File: src/rtl/pxc_pkg.sv
package pxc_pkg;

  localparam int PRIM_W  = 6;
  localparam int EXT_W   = 10;
  localparam int SPR_W   = 10;
  localparam int TO_W    = 5;
  localparam int CAUSE_W = 4;

  // Cause bit positions in the saved machine-state word
  localparam int CAUSE_FP      = 0;
  localparam int CAUSE_ILLEGAL = 1;
  localparam int CAUSE_PRIV    = 2;
  localparam int CAUSE_TRAP    = 3;

  // Trap condition enable positions
  localparam int TO_UGT = 0;
  localparam int TO_ULT = 1;
  localparam int TO_EQ  = 2;
  localparam int TO_SGT = 3;
  localparam int TO_SLT = 4;

  // Primary opcodes
  localparam logic [PRIM_W-1:0] PRIM_TRAP_IMM = 6'd3;
  localparam logic [PRIM_W-1:0] PRIM_EXTENDED = 6'd31;
  // One bit per primary opcode; set = reserved/illegal
  localparam logic [63:0] PRIM_ILLEGAL_MASK = 64'h7700_0000_4040_0277;

  // Extended opcodes under PRIM_EXTENDED
  localparam logic [EXT_W-1:0] EXT_TRAP     = 10'd4;
  localparam logic [EXT_W-1:0] EXT_SUPV_A   = 10'd83;
  localparam logic [EXT_W-1:0] EXT_SUPV_B   = 10'd146;
  localparam logic [EXT_W-1:0] EXT_SUPV_C   = 10'd306;
  localparam logic [EXT_W-1:0] EXT_SPR_RD   = 10'd339;
  localparam logic [EXT_W-1:0] EXT_OPTIONAL = 10'd370;
  localparam logic [EXT_W-1:0] EXT_SPR_WR   = 10'd467;
  localparam logic [EXT_W-1:0] EXT_SUPV_D   = 10'd470;
  localparam logic [EXT_W-1:0] EXT_OPT_NOP  = 10'd854;

  typedef enum logic [2:0] {
    EXT_PLAIN,
    EXT_BAD,
    EXT_SUPV,
    EXT_SPRMOVE,
    EXT_TRAPOP
  } extClass_t;

  typedef struct packed {
    logic valid;
    logic illegal;
    logic priv;
    logic sprAccess;
    logic trap;
  } ctlStrobes_t;

endpackage

File: src/rtl/pxc_control.sv
module pxc_control
  import pxc_pkg::*;
#(
  parameter bit OPT_IMPLEMENTED = 1'b0,
  parameter int EXT_LEGAL_LIMIT = 600
) (
  input  logic              exValid,
  input  logic [PRIM_W-1:0] primOp,
  input  logic [EXT_W-1:0]  extOp,
  output ctlStrobes_t       strb
);

  extClass_t extClass;
  logic      isExtended;
  logic      primIllegal;

  assign isExtended  = (primOp == PRIM_EXTENDED);
  assign primIllegal = PRIM_ILLEGAL_MASK[primOp];

  // Classify the extended opcode
  always_comb begin
    unique case (extOp)
      EXT_TRAP:                           extClass = EXT_TRAPOP;
      EXT_SUPV_A, EXT_SUPV_B,
      EXT_SUPV_C, EXT_SUPV_D:             extClass = EXT_SUPV;
      EXT_SPR_RD, EXT_SPR_WR:             extClass = EXT_SPRMOVE;
      EXT_OPTIONAL:                       extClass = OPT_IMPLEMENTED ? EXT_PLAIN : EXT_BAD;
      EXT_OPT_NOP:                        extClass = EXT_PLAIN;
      default: extClass = (int'(extOp) >= EXT_LEGAL_LIMIT) ? EXT_BAD : EXT_PLAIN;
    endcase
  end

  always_comb begin
    strb.valid     = exValid;
    strb.illegal   = primIllegal || (isExtended && extClass == EXT_BAD);
    strb.priv      = isExtended && extClass == EXT_SUPV;
    strb.sprAccess = isExtended && extClass == EXT_SPRMOVE;
    strb.trap      = (primOp == PRIM_TRAP_IMM) || (isExtended && extClass == EXT_TRAPOP);
  end

endmodule

File: src/rtl/pxc_datapath.sv
module pxc_datapath
  import pxc_pkg::*;
#(
  parameter int DATA_W = 32
) (
  input  logic               clk,
  input  logic               rst_n,
  input  ctlStrobes_t        strb,
  input  logic               sprMsb,
  input  logic               probState,
  input  logic               fpMode0,
  input  logic               fpMode1,
  input  logic               fpSummary,
  input  logic [TO_W-1:0]    trapTo,
  input  logic [DATA_W-1:0]  trapA,
  input  logic [DATA_W-1:0]  trapB,
  output logic               excReq,
  output logic [CAUSE_W-1:0] causeVec
);

  logic [TO_W-1:0]    condMet;
  logic               trapHit;
  logic               privHit;
  logic               fpHit;
  logic [CAUSE_W-1:0] nextCause;

  // One comparator per trap condition enable
  generate
    for (genvar g = 0; g < TO_W; g++) begin : g_cond
      if (g == TO_SLT) begin : g_slt
        assign condMet[g] = $signed(trapA) < $signed(trapB);
      end else if (g == TO_SGT) begin : g_sgt
        assign condMet[g] = $signed(trapA) > $signed(trapB);
      end else if (g == TO_EQ) begin : g_eq
        assign condMet[g] = trapA == trapB;
      end else if (g == TO_ULT) begin : g_ult
        assign condMet[g] = trapA < trapB;
      end else begin : g_ugt
        assign condMet[g] = trapA > trapB;
      end
    end
  endgenerate

  assign trapHit = strb.trap && |(condMet & trapTo);
  assign privHit = probState && (strb.priv || (strb.sprAccess && sprMsb));
  assign fpHit   = (fpMode0 || fpMode1) && fpSummary;

  // Priority: illegal > privileged > trap > floating-point
  always_comb begin
    nextCause = '0;
    if (strb.valid) begin
      if (strb.illegal)  nextCause[CAUSE_ILLEGAL] = 1'b1;
      else if (privHit)  nextCause[CAUSE_PRIV]    = 1'b1;
      else if (trapHit)  nextCause[CAUSE_TRAP]    = 1'b1;
      else if (fpHit)    nextCause[CAUSE_FP]      = 1'b1;
    end
  end

  always_ff @(posedge clk or negedge rst_n) begin
    if (!rst_n) begin
      causeVec <= '0;
      excReq   <= 1'b0;
    end else begin
      causeVec <= nextCause;
      excReq   <= |nextCause;
    end
  end

  assert_onehot_cause_R10: assert property (@(posedge clk) disable iff (!rst_n)
    $onehot0(causeVec) && (excReq == (causeVec != '0)));

  assert_idle_quiet_R2: assert property (@(posedge clk) disable iff (!rst_n)
    ($past(rst_n) && !$past(strb.valid)) |-> (!excReq && causeVec == '0));

  assert_illegal_wins_R4: assert property (@(posedge clk) disable iff (!rst_n)
    ($past(rst_n) && $past(strb.valid) && $past(strb.illegal))
      |-> (causeVec == CAUSE_W'(1 << CAUSE_ILLEGAL)));

  assert_priv_user_only_R7: assert property (@(posedge clk) disable iff (!rst_n)
    ($past(rst_n) && causeVec[CAUSE_PRIV]) |-> $past(probState));

  assert_fp_needs_summary_R3: assert property (@(posedge clk) disable iff (!rst_n)
    ($past(rst_n) && causeVec[CAUSE_FP]) |-> ($past(fpSummary) && ($past(fpMode0) || $past(fpMode1))));

  assert_trap_from_trap_op_R9: assert property (@(posedge clk) disable iff (!rst_n)
    ($past(rst_n) && causeVec[CAUSE_TRAP]) |-> ($past(strb.trap) && $past(trapTo) != '0));

endmodule

File: src/rtl/pxc_top.sv
module pxc_top
  import pxc_pkg::*;
#(
  parameter int DATA_W          = 32,
  parameter bit OPT_IMPLEMENTED = 1'b0,
  parameter int EXT_LEGAL_LIMIT = 600
) (
  input  logic               clk,
  input  logic               rst_n,
  input  logic               exValid,
  input  logic [PRIM_W-1:0]  primOp,
  input  logic [EXT_W-1:0]   extOp,
  input  logic [SPR_W-1:0]   sprNum,
  input  logic               probState,
  input  logic               fpMode0,
  input  logic               fpMode1,
  input  logic               fpSummary,
  input  logic [TO_W-1:0]    trapTo,
  input  logic [DATA_W-1:0]  trapA,
  input  logic [DATA_W-1:0]  trapB,
  output logic               excReq,
  output logic [CAUSE_W-1:0] causeVec
);

  ctlStrobes_t strb;

  pxc_control #(
    .OPT_IMPLEMENTED(OPT_IMPLEMENTED),
    .EXT_LEGAL_LIMIT(EXT_LEGAL_LIMIT)
  ) i_control (
    .exValid(exValid),
    .primOp (primOp),
    .extOp  (extOp),
    .strb   (strb)
  );

  pxc_datapath #(
    .DATA_W(DATA_W)
  ) i_datapath (
    .clk      (clk),
    .rst_n    (rst_n),
    .strb     (strb),
    .sprMsb   (sprNum[SPR_W-1]),
    .probState(probState),
    .fpMode0  (fpMode0),
    .fpMode1  (fpMode1),
    .fpSummary(fpSummary),
    .trapTo   (trapTo),
    .trapA    (trapA),
    .trapB    (trapB),
    .excReq   (excReq),
    .causeVec (causeVec)
  );

endmodule

File: config.mk
export PLATFORM = sky130hd
export DESIGN_NAME = pxc_top
export DESIGN_NICKNAME = d
export VERILOG_FILES = /design/src/rtl/pxc_pkg.sv /design/src/rtl/pxc_control.sv /design/src/rtl/pxc_datapath.sv /design/src/rtl/pxc_top.sv
export SDC_FILE = /design/constraint.sdc
export NUM_CORES = 1
export LEC_CHECK = 0
export ABC_AREA = 0
export CAP_MARGIN = 20
export CORE_ASPECT_RATIO = 1.25
export CORE_UTILIZATION = 35
export CTS_CLUSTER_DIAMETER = 30
export DETAILED_ROUTE_END_ITERATION = 7
export MAX_ROUTING_LAYER = met4
export PLACE_DENSITY = 0.8
export SETUP_SLACK_MARGIN = 0.4
export SLEW_MARGIN = 10
export SYNTH_ARGS = -nofsm -noshare
export SYNTH_HDL_FRONTEND = slang
export SYNTH_HIERARCHICAL = 1
export SYNTH_SLANG_ARGS = --single-unit
File: constraint.sdc
create_clock -name clk -period 0.8 [get_ports clk]
set_input_delay 0.08 -clock clk [delete_from_list [all_inputs] [get_ports clk]]
set_output_delay 0.08 -clock clk [all_outputs]
set_load 0.05 [all_outputs]
==> impl_metrics.toml <==
[status]
run_status = "complete, but fails checks"
failed_checks = "negative setup slack"

[floorplan]
placementRows = 26
core_area_um2 = 4099
floorplan.die_area_um2 = 4569
die_width_um = 60.66
floorplan.initialDensity = 0.3672
die_y_um = 75.32
ioPinCount = 107

[routing]
routed_wirelength_mm = 9.146
detailedRoute.firstIterationViolations = 120
detail_route.wl_per_cell_um = 22.81
route.detailed.vias_per_inst = 5.865
via_count = 2352
drc_errors = 0
drt.antenna.violating_nets = 0
drt_pass1_iterations = 4

[cts]
tritoncts = "built"
cts_htree_levels = 1
cts_inserted_buffers = 3
clockRootBuffer = "clkbuf_8"
clock_sink_count = 5
post_cts_hold_buffer_count = 0
cts.path.max_buffers = 2
clkSlewWorstSetupHoldPaths_ns = 0.04

[setup_path]
setup.worst_path.class = "in2reg"
cp-startpoint = "extOp[5]"
critical_path.max_fanout = 3
path_cells = "buf_6 -> nand4b_1 -> buf_4 -> or3_4 -> o22a_1 -> nor3b_4 -> a21oi_2 -> nor2b_2 -> nor3b_2 -> nand2_1 -> nor2_2 -> o31ai_2 -> nand3b_1"
critical_path.endpoint = "i_datapath/excReq$_DFF_PN0_"
crit_path_end_kind = "flop"
crit_arrival_ns = 2.20
slowest_stage = "or3_4"
cp.required_ns = 0.89
setup.worst_path.start_class = "input port"
max_stage_delay_ns = 0.34

[cells_and_area]
register_area_um2 = 130.1
fillerInstances = 221
multi_input_area_um2 = 1770
flow.area_growth_from_synthesis_pct = 127.5
antenna_cells_inserted = 0
finalInstanceArea_um2 = 3425
total_number_of_nets_in_the_final_design = 480
layout_cell_share_with_drive_strength_beyond_1 = 0.5855

[yosys]
syn_nets = 328
synth-seq-cells = 5
postSynthCellCount = 194
synth_enable_flop_cells = 0
count_of_cell_types_in_the_netlist = 56
ys_warn_count = 6
synth_top_flop_cell = "dfrtp_1"
synth.yosys.seq_area_share = 0.08313
avgSynthCellArea_um2 = 7.759
async_reset_ff_frac = 1.000
post_synth_instance_area_um2 = 1505

[grt]
antenna_found_initial = 0
grt_pass1_vias = 2393
grt_first_pass_wirelength_mm = 11.76
globalRouteTotalUtil = 0.3664
pin_count_of_the_biggest_net_entering_global_routing = 7
grt-ovfl-total = 0

[placement]
placement.io_buffers = 97
gpl.final_weighted_congestion = 0.8772
place_ws_ns = -1.745
dp.final_hpwl_mm = 4.503
place_area_um2 = 2887

[sta]
timing.final.hold_violations = 0
post-route-min-period_ns = 2.112
maxSlewHeadroom = 0.7838
fmax_mhz = 473.5
postLayoutSetupSlackWorst_ns = -1.312
max_slew.worst_pin.slew_ns = 0.3229
finalCritPeriodShare = 2.640
setup_violations = 10
slew_viol_final = 0
grt_setup_unrepaired = "yes"

[power]
ir_drop_mv = 0.4337
power.leakage_nw = 1.577
power-per-cell-area_nw_per_um2 = 736.6
pnr_total_power_mw = 2.522

[job]
cap_violations = 0

[min_path]
hold_path_class = "in2async"
critical path, delay by kind of cell:
| kind | cells | cell delay (ns) |
|---|---|---|
| compound gates | 3 | 0.44 |
| buf+inv | 2 | 0.28 |
| simple gates | 8 | 1.40 |
synthesized netlist by cell type, types with 3 or more instances:
cell,count,area share
o21ai_0,4,0.013
dfrtp_1,5,0.083
and2_1,3,0.012
o21a_1,3,0.015
a211o_1,3,0.017
a21oi_1,12,0.040
ha_1,32,0.27
nand2_1,19,0.047
nand3_1,4,0.013
inv_1,38,0.095
nor3b_1,3,0.015
nor2_1,8,0.020
nand4_1,4,0.017
report_power, final:
| group | leakage [nW] | switching, mW | total, mW | internal (mW) |
|---|---|---|---|---|
| combinational | 1.49 | 0.812 | 1.75 | 0.939 |
| sequential | 0.0612 | 0.0124 | 0.278 | 0.266 |
| clock | 0.0228 | 0.149 | 0.493 | 0.344 |
| total | 1.58 | 0.973 | 2.52 | 1.55 |
cells by family (layout without fill, tap and decap cells):
group / after synthesis / after routing / share of synthesized area
DFF: 5 / 5 / 0.08313
and+or+nand+nor: 70 / 70 / 0.3034
adders and majority gates: 32 / 32 / 0.2660
buffers and inverters: 39 / 190 / 0.09975
AOI/OAI and AO/OA: 48 / 48 / 0.2477
layer usage:
| metal | GRT usage | vias to the layer above | wire length [um] |
|---|---|---|---|
| met5 | - | - | 0 |
| met4 | 0.2222 | 0 | 759 |
| met3 | 0.08489 | 76 | 779 |
| met2 | 0.6716 | 173 | 4526 |
| met1 | 0.3385 | 1091 | 3081 |
| li1 | - | 1012 | - |
flip-flops by register name, summed over array words and instances, names as in the netlist:
signal and cells:
i_datapath/causeVec 4, i_datapath/excReq 1
metrics by stage:
step	util	cells	setup TNS [ns]	hold slack (ns)
5_1_grt	0.8355	401	-6.153	0.1154
3_5_place_dp	0.7042	382	-7.933	0.3217
3_3_place_gp	0.7042	382	-7.536	0.3076
6_report	0.8355	401	-6.026	0.09802
4_1_cts	0.8147	395	-5.332	0.09004
2_1_floorplan	-	194	-4.596	-0.2156
cells in the final DEF, fill, tap and decap left out, types with 3 or more instances in the layout:
master,instances
buf_4,47
ha_4,24
inv_2,23
clkdlybuf4s50_1,20
dlygate4sd2_1,20
clkbuf_2,20
clkdlybuf4s15_1,18
inv_1,14
nand2_1,12
buf_6,8
buf_2,8
ha_1,7
a21oi_2,6
a21oi_1,6
nor2_1,5
buf_12,5
nand4_1,4
nand2_4,4
nand2_2,4
dfrtp_2,4
clkbuf_8,3
and2_4,3
nand3_1,3
o21ai_1,3
nor3b_2,3
o21a_1,3
layout make-up:
| cell class | instances | area share |
|---|---|---|
| Multi-Input combinational cell | 150 | 0.5170 |
| Tap cell | 56 | 0.02046 |
| Inverter | 38 | 0.04238 |
| Timing Repair Buffer | 148 | 0.3690 |
| Sequential cell | 5 | 0.03800 |
| Clock buffer | 4 | 0.01315 |
what timing repair did:
action | 4_1_cts | 5_1_grt
pin swaps | 57 | 50
setup buffers | 9 | 6
gates resized for setup | 189 | 83
setup endpoints to repair | 10 | 10
worst min-delay path by stage:
stage | slack (ns) | end
2_1_floorplan | -0.22 | i_datapath/causeVec[0]$_DFF_PN0_
4_1_cts | 0.09 | i_datapath/excReq$_DFF_PN0_
5_1_grt | 0.12 | i_datapath/excReq$_DFF_PN0_
3_5_place_dp | 0.32 | i_datapath/excReq$_DFF_PN0_
3_3_place_gp | 0.31 | i_datapath/excReq$_DFF_PN0_
6_report | 0.1 | i_datapath/excReq$_DFF_PN0_
Power figures use the tool's default switching activity.
